### src/rtl/uart_irq_pkg.sv
package uart_irq_pkg;
  localparam int TRIG_CODE_W = 4;
  localparam int TRIG_MAX    = 8;

  // size in bytes selected by a trigger code; codes with the top bit set saturate
  function automatic logic [3:0] trig_size(input logic [TRIG_CODE_W-1:0] code);
    return code[3] ? 4'(TRIG_MAX) : ({1'b0, code[2:0]} + 4'd1);
  endfunction
endpackage

### src/rtl/uart_sfifo.sv
module uart_sfifo #(
  parameter int DW    = 8,
  parameter int DEPTH = 16
) (
  input  logic                         clk,
  input  logic                         rst,
  input  logic                         push,
  input  logic [DW-1:0]                push_data,
  input  logic                         pop,
  output logic [DW-1:0]                head_data,
  output logic [$clog2(DEPTH+1)-1:0]   count,
  output logic                         full,
  output logic                         empty,
  output logic                         drop
);
  localparam int AW = (DEPTH > 1) ? $clog2(DEPTH) : 1;
  localparam int CW = $clog2(DEPTH+1);

  logic [DW-1:0] mem [DEPTH];
  logic [AW-1:0] wr_ptr, rd_ptr;
  logic [CW-1:0] cnt;
  logic          push_ok, pop_ok;

  assign full    = (cnt == CW'(DEPTH));
  assign empty   = (cnt == '0);
  assign push_ok = push && !full;
  assign pop_ok  = pop && !empty;
  assign drop    = push && full;

  function automatic logic [AW-1:0] nxt(input logic [AW-1:0] p);
    return (p == AW'(DEPTH-1)) ? '0 : p + AW'(1);
  endfunction

  always_ff @(posedge clk) begin
    if (push_ok) mem[wr_ptr] <= push_data;
  end

  always_ff @(posedge clk) begin
    if (rst) begin
      wr_ptr <= '0;
      rd_ptr <= '0;
      cnt    <= '0;
    end else begin
      if (push_ok) wr_ptr <= nxt(wr_ptr);
      if (pop_ok)  rd_ptr <= nxt(rd_ptr);
      case ({push_ok, pop_ok})
        2'b10:   cnt <= cnt + CW'(1);
        2'b01:   cnt <= cnt - CW'(1);
        default: cnt <= cnt;
      endcase
    end
  end

  assign head_data = mem[rd_ptr];
  assign count     = cnt;
endmodule

### src/rtl/uart_rx_trig_ctrl.sv
module uart_rx_trig_ctrl #(
  parameter int DEPTH = 16
) (
  input  logic                        clk,
  input  logic                        rst,
  input  logic [3:0]                  trig,
  input  logic [$clog2(DEPTH+1)-1:0]  fifo_count,
  input  logic                        pop_ok,
  output logic                        irq,
  output logic [$clog2(DEPTH+1)-1:0]  pend_cnt
);
  localparam int CW = $clog2(DEPTH+1);
  localparam int SW = CW + 4;

  logic          active_q, active_n;
  logic [3:0]    rd_q, rd_n;
  logic [CW-1:0] pend_q, pend_n;
  logic          fire, irq_q;
  logic [SW-1:0] claimed;
  logic          new_evt, batch_done;

  // bytes already promised to the outstanding batch and to held events
  always_comb begin
    claimed = SW'(pend_q) * SW'(trig);
    if (active_q) claimed = claimed + SW'(trig) - SW'(rd_q);
  end

  assign new_evt    = SW'(fifo_count) >= (claimed + SW'(trig));
  assign batch_done = active_q && pop_ok && (rd_q == (trig - 4'd1));

  always_comb begin
    fire     = 1'b0;
    active_n = active_q;
    rd_n     = rd_q;
    pend_n   = pend_q;
    if (!active_q) begin
      if (new_evt) begin
        fire     = 1'b1;
        active_n = 1'b1;
        rd_n     = '0;
      end
    end else if (batch_done) begin
      rd_n = '0;
      if (pend_q != '0) begin
        fire   = 1'b1;
        pend_n = new_evt ? pend_q : pend_q - CW'(1);
      end else if (new_evt) begin
        fire = 1'b1;
      end else begin
        active_n = 1'b0;
      end
    end else begin
      rd_n = rd_q + 4'(pop_ok);
      if (new_evt) pend_n = pend_q + CW'(1);
    end
  end

  always_ff @(posedge clk) begin
    if (rst) begin
      active_q <= 1'b0;
      rd_q     <= '0;
      pend_q   <= '0;
      irq_q    <= 1'b0;
    end else begin
      active_q <= active_n;
      rd_q     <= rd_n;
      pend_q   <= pend_n;
      irq_q    <= fire;
    end
  end

  assign irq      = irq_q;
  assign pend_cnt = pend_q;
endmodule

### src/rtl/uart_evt_flags.sv
module uart_evt_flags (
  input  logic clk,
  input  logic rst,
  input  logic load_ok,
  input  logic rx_drop,
  input  logic tx_drop,
  input  logic clr,
  output logic tx_irq,
  output logic rx_ovf,
  output logic tx_ovf
);
  always_ff @(posedge clk) begin
    if (rst) begin
      tx_irq <= 1'b0;
      rx_ovf <= 1'b0;
      tx_ovf <= 1'b0;
    end else begin
      tx_irq <= load_ok;
      rx_ovf <= rx_drop || (rx_ovf && !clr);
      tx_ovf <= tx_drop || (tx_ovf && !clr);
    end
  end
endmodule

### src/rtl/uart_fifo_irq_ctrl.sv
module uart_fifo_irq_ctrl
  import uart_irq_pkg::*;
#(
  parameter int DEPTH = 16,
  parameter int DW    = 8,
  localparam int CW   = $clog2(DEPTH+1)
) (
  input  logic                   clk,
  input  logic                   rst,
  input  logic                   cfg_we,
  input  logic [TRIG_CODE_W-1:0] cfg_trig,
  input  logic                   rx_in_valid,
  output logic                   rx_in_ready,
  input  logic [DW-1:0]          rx_in_data,
  input  logic                   rx_rd,
  output logic                   rx_rd_valid,
  output logic [DW-1:0]          rx_rd_data,
  output logic [CW-1:0]          rx_count,
  output logic                   rx_irq,
  input  logic                   tx_wr_valid,
  output logic                   tx_wr_ready,
  input  logic [DW-1:0]          tx_wr_data,
  input  logic                   tx_load,
  output logic                   tx_out_valid,
  output logic [DW-1:0]          tx_out_data,
  output logic [CW-1:0]          tx_free,
  output logic                   tx_irq,
  input  logic                   ovf_clr,
  output logic                   rx_ovf,
  output logic                   tx_ovf
);
  logic [TRIG_CODE_W-1:0] trig_code_q;
  logic [3:0]             trig_bytes;
  logic                   rx_full, rx_empty, rx_drop, rx_pop_ok;
  logic                   tx_full, tx_empty, tx_drop, tx_load_ok;
  logic [CW-1:0]          tx_count, rx_pend;

  always_ff @(posedge clk) begin
    if (rst)         trig_code_q <= '0;
    else if (cfg_we) trig_code_q <= cfg_trig;
  end
  assign trig_bytes = trig_size(trig_code_q);

  uart_sfifo #(.DW(DW), .DEPTH(DEPTH)) u_rx_fifo (
    .clk(clk), .rst(rst),
    .push(rx_in_valid), .push_data(rx_in_data),
    .pop(rx_rd), .head_data(rx_rd_data),
    .count(rx_count), .full(rx_full), .empty(rx_empty), .drop(rx_drop)
  );

  uart_sfifo #(.DW(DW), .DEPTH(DEPTH)) u_tx_fifo (
    .clk(clk), .rst(rst),
    .push(tx_wr_valid), .push_data(tx_wr_data),
    .pop(tx_load), .head_data(tx_out_data),
    .count(tx_count), .full(tx_full), .empty(tx_empty), .drop(tx_drop)
  );

  assign rx_in_ready  = !rx_full;
  assign rx_rd_valid  = !rx_empty;
  assign rx_pop_ok    = rx_rd && !rx_empty;
  assign tx_wr_ready  = !tx_full;
  assign tx_out_valid = !tx_empty;
  assign tx_load_ok   = tx_load && !tx_empty;
  assign tx_free      = CW'(DEPTH) - tx_count;

  uart_rx_trig_ctrl #(.DEPTH(DEPTH)) u_rx_trig (
    .clk(clk), .rst(rst), .trig(trig_bytes),
    .fifo_count(rx_count), .pop_ok(rx_pop_ok),
    .irq(rx_irq), .pend_cnt(rx_pend)
  );

  uart_evt_flags u_flags (
    .clk(clk), .rst(rst), .load_ok(tx_load_ok),
    .rx_drop(rx_drop), .tx_drop(tx_drop), .clr(ovf_clr),
    .tx_irq(tx_irq), .rx_ovf(rx_ovf), .tx_ovf(tx_ovf)
  );
endmodule

### config.mk
export PLATFORM = sky130hd
export DESIGN_NAME = uart_fifo_irq_ctrl
export DESIGN_NICKNAME = d
export VERILOG_FILES = /design/src/rtl/uart_irq_pkg.sv /design/src/rtl/uart_sfifo.sv /design/src/rtl/uart_rx_trig_ctrl.sv /design/src/rtl/uart_evt_flags.sv /design/src/rtl/uart_fifo_irq_ctrl.sv
export SDC_FILE = /design/constraint.sdc
export NUM_CORES = 1
export LEC_CHECK = 0
export BUFFER_PORTS_ARGS = -buffer_cell sky130_fd_sc_hd__buf_2
export CAP_MARGIN = 20
export CORE_MARGIN = 2
export CORE_UTILIZATION = 64
export DETAILED_ROUTE_END_ITERATION = 6
export GPL_TIMING_DRIVEN = 0
export HOLD_SLACK_MARGIN = 0.06
export PLACE_DENSITY = 0.82
export SLEW_MARGIN = 20
export SYNTH_ARGS = -nofsm -noshare
export SYNTH_HDL_FRONTEND = slang
export SYNTH_SLANG_ARGS = --single-unit
### constraint.sdc
create_clock -name clk -period 15.51 [get_ports clk]
set_input_delay 0.7755 -clock clk [delete_from_list [all_inputs] [get_ports clk]]
set_output_delay 0.7755 -clock clk [all_outputs]
set_load 0.02 [all_outputs]
==> results by group, run 1 <==
Clock network
  • Post-CTS Setup Inserts: 0
  • Clock buffer depth: 3
  • Clk sinks: 308
  • Clk slew on worst S/H paths: roughly 70 ps
  • CTS tree: yes
  • Num CTS Buffers: 29
  • Clk_lat worst skew: between 500 and 600 ps
  • Cts repair resizes: 0
  • Post-CTS Hold Buffers: 0
  • Root buf cell: clkbuf_16
  • H-tree depth: 1

Floorplanning
  • Width of the die: about 150 um
  • Initial core utilization: ~65%
  • Die area: ~23000 um^2
  • Vert. Die Dim: between 150 and 200 um
  • Row count: between 50 and 60
  • Core area: approximately 22000 um^2
  • Ports: 62

Min path
  • Worst Hold Launch: cfg_trig[3]
  • Hold Path Class: input port to flip-flop
  • Worst Hold End: trig_code_q[3]
  • Worst hold stages: 3

Pwr
  • Pleak: around 5.6 nW
  • Power density cells: between 150 and 200 nW/um^2
  • Part of the power in the clock network: 30.0%
  • Switching share of power: 30.5%
  • Combinational share of power: around 29%
  • Psw: 0.000730 W
  • Pint: between 0.0015 and 0.002 W
  • Max rail drop VDD: approximately 0.15 mV
  • Sequential fraction of design power: between 40% and 50%

Critical path
  • Worst R2R Path Depth: 22
  • Worst R2R Setup Slack: roughly 8500 ps
  • Worst r2r dst: u_rx_trig.pend_cnt[3]
  • Reg-to-reg startpoint: trig_code_q[0]
  • Setup crit start: trig_code_q[0]
  • CP Launch Type: flip-flop
  • Worst Setup End Kind: flip-flop
  • Kind of critical path: flip-flop to flip-flop
  • CP arrival: roughly 7400 ps
  • Critical Path RT: 15930 ps
  • Worst-path fanout max: 7

Run status
  • Status: complete, no violations

Placement
  • Dpl cells: between 1000 and 1500
  • PortBufs: 60
  • Gpl congestion: between 0.8 and 0.9
  • Dpl hpwl: approximately 19 mm

Routing
  • First-pass DRT Iterations: 5
  • Iteration-0 DRC Markers: roughly 680
  • Detail Route Antenna Nets: 0
  • WL final: roughly 29 mm
  • DRC Markers: 0
  • Via density: between 6 and 7
  • Wirelength per Cell: 22.5 um
  • Overall via count from detail_route: 8040

Synthesis
  • Ys async rst share: 0%
  • Post-Syn Area per Cell: 15.5 um^2
  • Post-Syn Area: ~14000 um^2
  • Top FF cell, synth: edfxtp_1
  • Cells after synthesis: ~900
  • Post-synth EDFFs: roughly 260
  • Cell taking the most area after synthesis: edfxtp_1
  • Yosys reg bits: around 310
  • Seq/Total Area, Yosys: 62.4%
  • Yosys warning count: 0
  • Synth area leaders: edfxtp_1, mux4_2, dfxtp_1, ha_1, nor2_1
  • Yosys top cell area share: between 50 and 60%
  • Post-Syn Nets: about 1000
  • Synth top cells by count: edfxtp_1, nor2_1, mux4_2, ha_1, dfxtp_1
  • Post-synth cell types: between 60 and 70
  • Most common cell in the synthesized netlist: edfxtp_1

Global routing
  • Initial antenna violation count: 0
  • GR Overflow Total: 0
  • Largest net degree at the start of global routing: 17
  • Overall Global Routing Usage: 26.3%
  • First-pass GRT wire length: around 45 mm
  • Vias in the first global route: between 8000 and 9000

Timing
  • Max-slew headroom: approximately 34%
  • Skew final: ~6.6 ps
  • RSZ-0062 raised after global routing: false
  • Post-route minimum period: 6990 ps
  • Period Utilization, post-route: a little under half
  • Fin. Hold Viols: 0
  • Worst slew pin tran: between 900 and 1000 ps
  • Total Neg Setup Slack: 0 ps
  • Max Fclk: about 0.14 GHz
  • Final setup violation count: 0
  • Final max-slew violation count: 0

Final layout
  • Final nets: 1094
  • Share of cells above drive strength 1: between 20% and 30%
  • Fin util: between 70% and 80%
  • Post-Layout Cell Count: between 1000 and 1500
  • Ant diodes: 0
  • Synthesis-to-layout area growth: 12.0%

Run
  • Max-Cap Viols: 0
-- per-stage QoR --
stage / hold slack (ps) / cell area (um^2) / setup slack (ps) / power (W)
2_1_floorplan: 472 / 14000 / 9280 / 0.00150
3_3_place_gp: 467 / 14600 / 8650 / 0.00166
3_5_place_dp: 477 / 14700 / 8550 / 0.00168
4_1_cts: 461 / 15600 / 8510 / 0.00240
5_1_grt: 468 / 15700 / 7970 / 0.00251
6_report: 485 / 15700 / 8520 / 0.00239
-- placed cells by master, fill, tap and decap left out, drive strengths merged, types with 6 or more instances in the layout --
cell type  synthesis  routed
a211oi             6       6
a21o              13      13
a21oi             37      37
and2              15      15
buf               16      77
clkbuf            21      58
clkinv             0      11
dfxtp             52      52
edfxtp           256     256
fa                14      14
ha                59      59
inv               52      52
mux4              80      80
nand2             41      41
nand2b             8       8
nand3              7       7
nor2              82      82
nor3              18      18
o21ai             18      18
or3                6       6
xnor2             16      16
xor2              18      18
-- worst max-delay path by stage --
stage / end / slack, ps
finish: u_rx_trig.pend_cnt[3] / 8520
global route: u_rx_trig.pend_cnt[2] / 7970
CTS: u_rx_trig.pend_cnt[3] / 8510
detailed placement: u_rx_trig.pend_cnt[3] / 8550
global placement: u_rx_trig.pend_cnt[0] / 8650
floorplan: u_rx_trig.pend_cnt[0] / 9280
-- flip-flops by register name, summed over array words and instances, names as in the netlist, named ones only --
name / count
trig_code_q: 4
u_flags.rx_ovf: 1
u_flags.tx_irq: 1
u_flags.tx_ovf: 1
u_rx_fifo.count: 5
u_rx_fifo.mem: 128
u_rx_fifo.rd_ptr: 4
u_rx_fifo.wr_ptr: 4
u_rx_trig.active_q: 1
u_rx_trig.irq: 1
u_rx_trig.pend_cnt: 5
u_rx_trig.rd_q: 4
u_tx_fifo.count: 5
u_tx_fifo.mem: 128
u_tx_fifo.rd_ptr: 4
u_tx_fifo.wr_ptr: 4
-- cell families after synthesis --
| family | share of synthesized area (%) |
|---|---|
| flops | 62.4 |
| simple gates | 6.83 |
| compound gates | 5.04 |
| mux | 13.7 |
| buf+inv | 2.45 |
| fa+ha+maj | 7.29 |
| xor+xnor | 2.29 |
-- routing by layer --
layer / global-route usage (%) / up-vias / wire [um]
met5: 0 / - / 0
li1: - / 3621 / -
met2: 43.5 / 307 / 14700
met3: 4.91 / 64 / 1890
met1: 35.7 / 4048 / 11700
met4: 8.56 / 0 / 810
-- worst max-delay path: stages, from the launching register on --
cell and delay (ps):
dfxtp_1 350, ha_1 220, xnor2_1 150, nor2_1 500, nand2_1 160, fa_1 520
inv_1 50, fa_1 530, fa_1 550, inv_1 60, fa_1 470, inv_1 50
ha_1 330, a211oi_1 240, o22ai_1 130, ha_1 330, a21o_1 170, nand2_1 60
or2_1 240, a2111o_1 430, a311oi_4 440, mux2i_1 520, mux2_1 370
-- power by group through the flow --
stage | sequential, W | clock (W) | combinational, W
floorplan | 0.000990 | 0 | 0.000506
global placement | 0.000990 | 0 | 0.000672
detailed placement | 0.000992 | 0 | 0.000693
CTS | 0.000977 | 0.000724 | 0.000704
global route | 0.000982 | 0.000758 | 0.000765
finish | 0.000977 | 0.000718 | 0.000697
-- layout make-up --
type | instances | area [um^2]
Buffer | 37 | 148
Clock buffer | 37 | 820
Clock inverter | 16 | 159
Fill cell | 1342 | 5970
Inverter | 52 | 195
Multi-Input combinational cell | 504 | 4950
Sequential cell | 308 | 8730
Tap cell | 280 | 350
Timing Repair Buffer | 61 | 308
Power figures use the tool's default switching activity.
==> inputs of run 2 (changes only) <==
CORE_UTILIZATION = 56   (was 64)
PLACE_DENSITY = 0.76   (was 0.82)
clock period = 5.73 ns   (was 15.51 ns; I/O delays follow)
==> run 2 against run 1 <==
  * The flow now finishes with violations (negative setup slack)
  * Sequential power grew to 2.7 times the previous value
  * Sequential cell count is the same
  * Maximum frequency increased by 19%
  * Clock skew up 5.7 ps
  * Final area increased by 2.9%
  * Die area increased by 14%
  * Count of clock-buffer cells in the layout shrank 3
  * Combinational power rose to 2.9 times the previous value
  * Cell count rose by 5.5%
  * Global-route usage down 3.8 points
  * Largest power group unchanged
==> results by group, run 2 (synthesis results as in run 1) <==
Timing
  • Max-slew headroom: 33.2% (was 34.4%)
  • Max Fclk: 0.170 GHz (was 0.143 GHz)
  • Final max-slew violation count: 0 (unchanged)
  • Hold slack: 87.1 ps (was 485 ps)
  • Period Utilization, post-route: 103% (was 45.1%)
  • Fin. Hold Viols: 0 (unchanged)
  • Final setup violation count: 4 (was 0)
  • Worst slew pin tran: 999 ps (was 980 ps)
  • Post-route minimum period: 5890 ps (was 6990 ps)
  • Final worst slack: -161 ps (was 8520 ps)
  • Total Neg Setup Slack: -616 ps (was 0 ps)
  • RSZ-0062 raised after global routing: true (was false)
  • Skew final: 12.3 ps (was 6.58 ps)

Clock network
  • Clk slew on worst S/H paths: 70 ps (about the same)
  • CTS tree: yes (unchanged)
  • Num CTS Buffers: 30 (was 29)
  • Clk sinks: 308 (unchanged)
  • H-tree depth: 1 (unchanged)
  • Root buf cell: clkbuf_16 (unchanged)
  • Clk_lat worst skew: 560 ps (was 530 ps)
  • Clock buffer depth: 3 (unchanged)

Global routing
  • Initial antenna violation count: 0 (unchanged)
  • GRT busiest layer: met2 (unchanged)
  • Met1 Usage GRT: 31.0% (was 35.7%)
  • Overall Global Routing Usage: 22.5% (was 26.3%)
  • GR Overflow Total: 0 (unchanged)
  • Largest net degree at the start of global routing: 17 (unchanged)
  • Grt met3 use: 3.37% (was 4.91%)
  • Vias in the first global route: 8048 (was 8053)
  • Global-route met2 utilization: 38.5% (was 43.5%)
  • First-pass GRT wire length: 45.0 mm (about the same)

Run
  • Max-Cap Viols: 0 (unchanged)

Routing
  • DRC Markers: 0 (unchanged)
  • Detail Route Antenna Nets: 0 (unchanged)
  • Iteration-0 DRC Markers: 692 (was 677)
  • First-pass DRT Iterations: 5 (unchanged)
  • Overall via count from detail_route: 7988 (was 8040)
  • Via density: 5.85 (was 6.21)
  • WL final: 29.1 mm (about the same)
  • Wirelength per Cell: 21.3 um (was 22.5 um)

Floorplanning
  • Ports: 62 (unchanged)
  • Row count: 57 (was 54)
  • Vert. Die Dim: 162 um (was 152 um)
  • Core area: 24400 um^2 (was 21600 um^2)
  • Initial core utilization: 57.3% (was 64.6%)
  • Die area: 26200 um^2 (was 23000 um^2)
  • Width of the die: 162 um (was 152 um)

Critical path
  • Maximum single-stage delay on the critical path: 530 ps (was 550 ps)
  • CP max-delay cell: fa_1 (unchanged)
  • CP Cell Sequence: ha_4 > xnor2_4 > nor2_4 > nand2_2 > fa_1 > inv_2 > fa_1 > fa_1 > inv_2 > fa_1 > inv_2 > ha_4 > o21ai_2 > o21ai_1 > o22ai_1 > ha_1 > a21o_1 > nand2_1 > or2_1 > a2111o_1 > a311oi_4 > buf_6 > mux2i_4 > mux2_4 (was ha_1 > xnor2_1 > nor2_1 > nand2_1 > fa_1 > inv_1 > fa_1 > fa_1 > inv_1 > fa_1 > inv_1 > ha_1 > a211oi_1 > o22ai_1 > ha_1 > a21o_1 > nand2_1 > or2_1 > a2111o_1 > a311oi_4 > mux2i_1 > mux2_1)
  • Worst Setup End Kind: flip-flop (unchanged)
  • CP Launch Type: flip-flop (unchanged)
  • Kind of critical path: flip-flop to flip-flop (unchanged)
  • Buf/Inv on CP: 4 (was 3)
  • Critical Path Most Common Cell: fa_1 (unchanged)
  • Worst-path fanout max: 4 (was 7)
  • Critical Path RT: 6170 ps (was 15930 ps)
  • Worst path top cell family by delay: adder cells (unchanged)
  • CP arrival: 6330 ps (was 7410 ps)

Final layout
  • Ant diodes: 0 (unchanged)
  • Share of cells above drive strength 1: 25.4% (was 20.8%)
  • Final nets: 1120 (was 1094)
  • Post-Layout Cell Count: 1366 (was 1295)
  • Most frequent cells in the layout: edfxtp_1, mux4_2, nor2_1, buf_2, ha_1 (was edfxtp_1, nor2_1, mux4_2, buf_2, ha_1)
  • Synthesis-to-layout area growth: 15.3% (was 12.0%)
  • Top flop regs: u_rx_fifo.mem x128, u_tx_fifo.mem x128 (unchanged)
  • Commonest non-fill, non-tap cell in the layout: edfxtp_1 (unchanged)
  • Post-route cell area: 16100 um^2 (was 15700 um^2)

Pwr
  • Total power: 0.00657 W (was 0.00239 W)
  • Max rail drop VDD: 0.308 mV (was 0.153 mV)
  • Pleak: 5.69 nW (was 5.59 nW)
  • Power density cells: 408 nW/um^2 (was 153 nW/um^2)

Placement
  • Gpl congestion: 0.825 (was 0.824)
  • Dpl cells: 1285 (was 1241)
  • PortBufs: 60 (unchanged)
  • Dpl hpwl: 19.7 mm (was 19.1 mm)
  • Placed inst area: 14800 um^2 (was 14700 um^2)

Min path
  • Hold Path Class: input port to flip-flop (unchanged)

Run status
  • Failing checks: negative setup slack
  • Status: finished, violations left (was complete, no violations)
-- run 2: final cells by class --
cell class / instances / area, um^2
Sequential cell: 308 / 8740
Tap cell: 324 / 405
Clock buffer: 34 / 766
Inverter: 52 / 195
Fill cell: 1694 / 8280
Multi-Input combinational cell: 504 / 5160
Clock inverter: 21 / 185
Timing Repair Buffer: 86 / 519
Buffer: 37 / 150
-- run 2: what timing repair did --
action,4_1_cts,5_1_grt
endpoints found under the hold margin,7,0
pin swaps,21,13
setup endpoints to repair,11,11
cloned,0,0
hold buffers,8,0
gates resized for setup,23,15
setup buffers,15,3
-- run 2: routing by layer --
layer	wire [um]	share of wire [%]	vias to the layer above
met2	14800	51	266
li1	-	-	3673
met4	424	1.5	0
met5	0	0	-
met1	12000	41	4011
met3	1810	6.2	38
-- run 2: final timing paths --
| kind | start | endpoint | slack (ps) | depth (start not counted) |
|---|---|---|---|---|
| max | trig_code_q[0] | u_rx_trig.pend_cnt[3] | -160 | 24 |
| min | ovf_clr | u_flags.tx_ovf | 90 | 4 |
| max reg2reg | trig_code_q[0] | u_rx_trig.pend_cnt[3] | -160 | 24 |
| min reg2reg | u_tx_fifo.count[4] | u_tx_fifo.count[4] | 510 | 2 |
-- run 2: worst register-to-register path, cell delays in order, from the launching register on --
cell	delay [ps]
dfxtp_4	360
ha_4	170
xnor2_4	130
nor2_4	150
nand2_2	60
fa_1	490
inv_2	40
fa_1	470
fa_1	530
inv_2	40
fa_1	490
inv_2	50
ha_4	280
o21ai_2	70
o21ai_1	110
o22ai_1	90
ha_1	340
a21o_1	170
nand2_1	60
or2_1	220
a2111o_1	330
a311oi_4	270
buf_6	160
mux2i_4	330
mux2_4	330
-- run 2: metrics by stage --
step,worst slack (ps),util (%)
3_5_place_dp,-574,60.7
2_1_floorplan,-65.9,-
5_1_grt,-349,66.1
6_report,-161,66.1
4_1_cts,-152,65.7
3_3_place_gp,-537,60.5
-- run 2: report_power, final --
group,internal [W],leakage (nW),switching (W)
Sequential,0.00254,2.74,0.000101
Clock,0.00105,0.449,0.000827
Combinational,0.000894,2.51,0.00115
==> inputs of run 3 (changes only) <==
RECOVER_POWER = 50   (was not set)
==> run 3 against run 2 <==
  * The run still ends with negative setup slack left
  * Non-clock buffer count unchanged
  * Via count increased by 0.24%
  * Maximum frequency increased by 0.16%
  * Setup slack improved by 9.6 ps
  * First-iteration DRC count decreased by 1.4%
  * Die area unchanged
  * Sequential share of layout area increased by 0.14 points
  * Count of clock-buffer cells in the layout unchanged
  * Largest cell class unchanged
  * Largest power group unchanged
==> results by group, run 3 (synthesis results as in run 1) <==
Run status
  • Status: finished, violations left (unchanged)
  • Failing checks: negative setup slack (unchanged)

Floorplanning
  • Ports: 62 (unchanged)
  • Width of the die: 162 um (unchanged)
  • Initial core utilization: 57.3% (unchanged)
  • Die area: 26200 um^2 (unchanged)
  • Core area: 24400 um^2 (unchanged)
  • Vert. Die Dim: 162 um (unchanged)
  • Row count: 57 (unchanged)

Pwr
  • Power density cells: 408 nW/um^2 (about the same)
  • Pleak: 5.59 nW (was 5.69 nW)
  • Max rail drop VDD: 0.297 mV (was 0.308 mV)

Final layout
  • Final nets: 1120 (unchanged)
  • Commonest non-fill, non-tap cell in the layout: edfxtp_1 (unchanged)
  • Top flop regs: u_rx_fifo.mem x128, u_tx_fifo.mem x128 (unchanged)
  • Ant diodes: 0 (unchanged)
  • Filler Cells Inserted: 1715 (was 1694)
  • Most frequent cells in the layout: edfxtp_1, mux4_2, nor2_1, clkbuf_1, ha_1 (was edfxtp_1, mux4_2, nor2_1, buf_2, ha_1)
  • Synthesis-to-layout area growth: 15.0% (was 15.3%)
  • Share of cells above drive strength 1: 22.4% (was 25.4%)
  • Post-route cell area: 16100 um^2 (about the same)

Clock network
  • Clk_lat worst skew: 560 ps (about the same)
  • Clock buffer depth: 3 (unchanged)
  • Num CTS Buffers: 30 (unchanged)
  • CTS tree: yes (unchanged)
  • Clk slew on worst S/H paths: 70 ps (about the same)
  • H-tree depth: 1 (unchanged)
  • Clk sinks: 308 (unchanged)
  • Root buf cell: clkbuf_16 (unchanged)

Placement
  • PortBufs: 60 (unchanged)
  • Gpl congestion: 0.825 (unchanged)
  • Dpl hpwl: 19.7 mm (unchanged)
  • Placed inst area: 14800 um^2 (unchanged)
  • Pre-CTS setup slack: -574 ps (unchanged)

Timing
  • Final max-slew violation count: 0 (unchanged)
  • Period Utilization, post-route: 103% (about the same)
  • Max-slew headroom: 34.0% (was 33.2%)
  • Worst slew pin tran: 986 ps (was 999 ps)
  • RSZ-0062 raised after global routing: true (unchanged)
  • Skew final: 18.2 ps (was 12.3 ps)
  • Final worst slack: -152 ps (was -161 ps)
  • Max Fclk: 0.170 GHz (about the same)
  • Final setup violation count: 4 (unchanged)
  • Post-route minimum period: 5880 ps (was 5890 ps)
  • Fin. Hold Viols: 0 (unchanged)

Critical path
  • CP Cell Sequence: ha_4 > xnor2_4 > nor2_4 > nand2_2 > fa_1 > inv_2 > fa_1 > fa_1 > inv_2 > fa_1 > inv_2 > ha_4 > o21ai_2 > o21ai_1 > o22ai_1 > ha_1 > a21o_1 > nand2_1 > or2_1 > a2111o_1 > a311oi_4 > buf_6 > mux2i_4 > mux2_4 (unchanged)
  • Critical Path RT: 6180 ps (was 6170 ps)
  • Worst-path fanout max: 4 (unchanged)
  • Critical Path Most Common Cell: fa_1 (unchanged)
  • CP max-delay cell: fa_1 (unchanged)
  • CP arrival: 6330 ps (about the same)
  • Worst Setup End Kind: flip-flop (unchanged)
  • Maximum single-stage delay on the critical path: 530 ps (about the same)
  • Kind of critical path: flip-flop to flip-flop (unchanged)
  • CP Launch Type: flip-flop (unchanged)

Routing
  • Via density: 5.86 (was 5.85)
  • First-pass DRT Iterations: 5 (unchanged)
  • Wirelength per Cell: 21.2 um (was 21.3 um)
  • Iteration-0 DRC Markers: 682 (was 692)
  • Detail Route Antenna Nets: 0 (unchanged)
  • DRC Markers: 0 (unchanged)
  • Overall via count from detail_route: 8007 (was 7988)
  • WL final: 29.0 mm (was 29.1 mm)

Min path
  • Hold Path Class: input port to flip-flop (unchanged)

Global routing
  • Overall Global Routing Usage: 22.5% (unchanged)
  • First-pass GRT wire length: 45.0 mm (unchanged)
  • Vias in the first global route: 8048 (unchanged)
  • Largest net degree at the start of global routing: 17 (unchanged)
  • GR Overflow Total: 0 (unchanged)
  • Initial antenna violation count: 0 (unchanged)

Run
  • Max-Cap Viols: 0 (unchanged)
[run 3: critical path: cells and delay by family, from the launching register on]
kind / cells / cell delay (ps)
adders and majority gates: 7 / 2770
AOI/OAI and AO/OA: 6 / 1030
muxes: 2 / 660
and+or+nand+nor: 4 / 490
DFF: 1 / 360
buffers and inverters: 4 / 290
xor gates and xnor gates: 1 / 130
[run 3: per-stage QoR]
| step | instances | power [W] | util (%) | hold slack [ps] | setup TNS [ps] |
|---|---|---|---|---|---|
| 3_5_place_dp | 1285 | 0.00462 | 60.7 | 471 | -3230 |
| 6_report | 1366 | 0.00655 | 65.9 | 82.8 | -597 |
| 5_1_grt | 1366 | 0.00686 | 65.9 | 109 | -2580 |
| 2_1_floorplan | 901 | 0.00407 | - | 385 | -264 |
| 3_3_place_gp | 1285 | 0.00457 | 60.5 | 469 | -2830 |
| 4_1_cts | 1363 | 0.00658 | 65.7 | 76.7 | -595 |
[run 3: path summary, 6_finish.rpt]
path | startpoint | to | slack, ps | depth (start not counted)
max | trig_code_q[0] | u_rx_trig.pend_cnt[2] | -150 | 24
min | tx_load | u_flags.tx_irq | 80 | 3
max reg2reg | trig_code_q[0] | u_rx_trig.pend_cnt[2] | -150 | 24
min reg2reg | u_tx_fifo.count[4] | u_tx_fifo.count[4] | 510 | 2
[run 3: timing repair]
action,CTS,global route
endpoints found under the hold margin,7,0
endpoints found under the setup margin,11,11
setup buffers,15,3
pin swaps,21,13
hold buffers,8,0
gates resized for setup,23,15
[run 3: routing by layer]
metal / vias up / wire [um] / GRT usage, %
met4: 0 / 488 / 5.11
met1: 4025 / 11900 / 31.0
met2: 272 / 14800 / 38.5
li1: 3672 / - / -
met3: 38 / 1760 / 3.37
met5: - / 0 / 0
[run 3: where the power goes]
part | internal [W] | switching (W) | total (W)
sequential | 0.00254 | 0.0000998 | 0.00264
combinational | 0.000875 | 0.00115 | 0.00202
clock | 0.00105 | 0.000832 | 0.00189
[run 3: layout make-up]
class	instances	area, um^2	share of cell area (%)
clock inverters	21	185	1.15
plain buffers	37	146	0.911
repair buffers	86	480	2.99
multi-input cells	504	5160	32.1
clock buffers	34	766	4.76
well taps	324	405	2.52
inverters	52	195	1.21
flip-flops and latches	308	8740	54.4
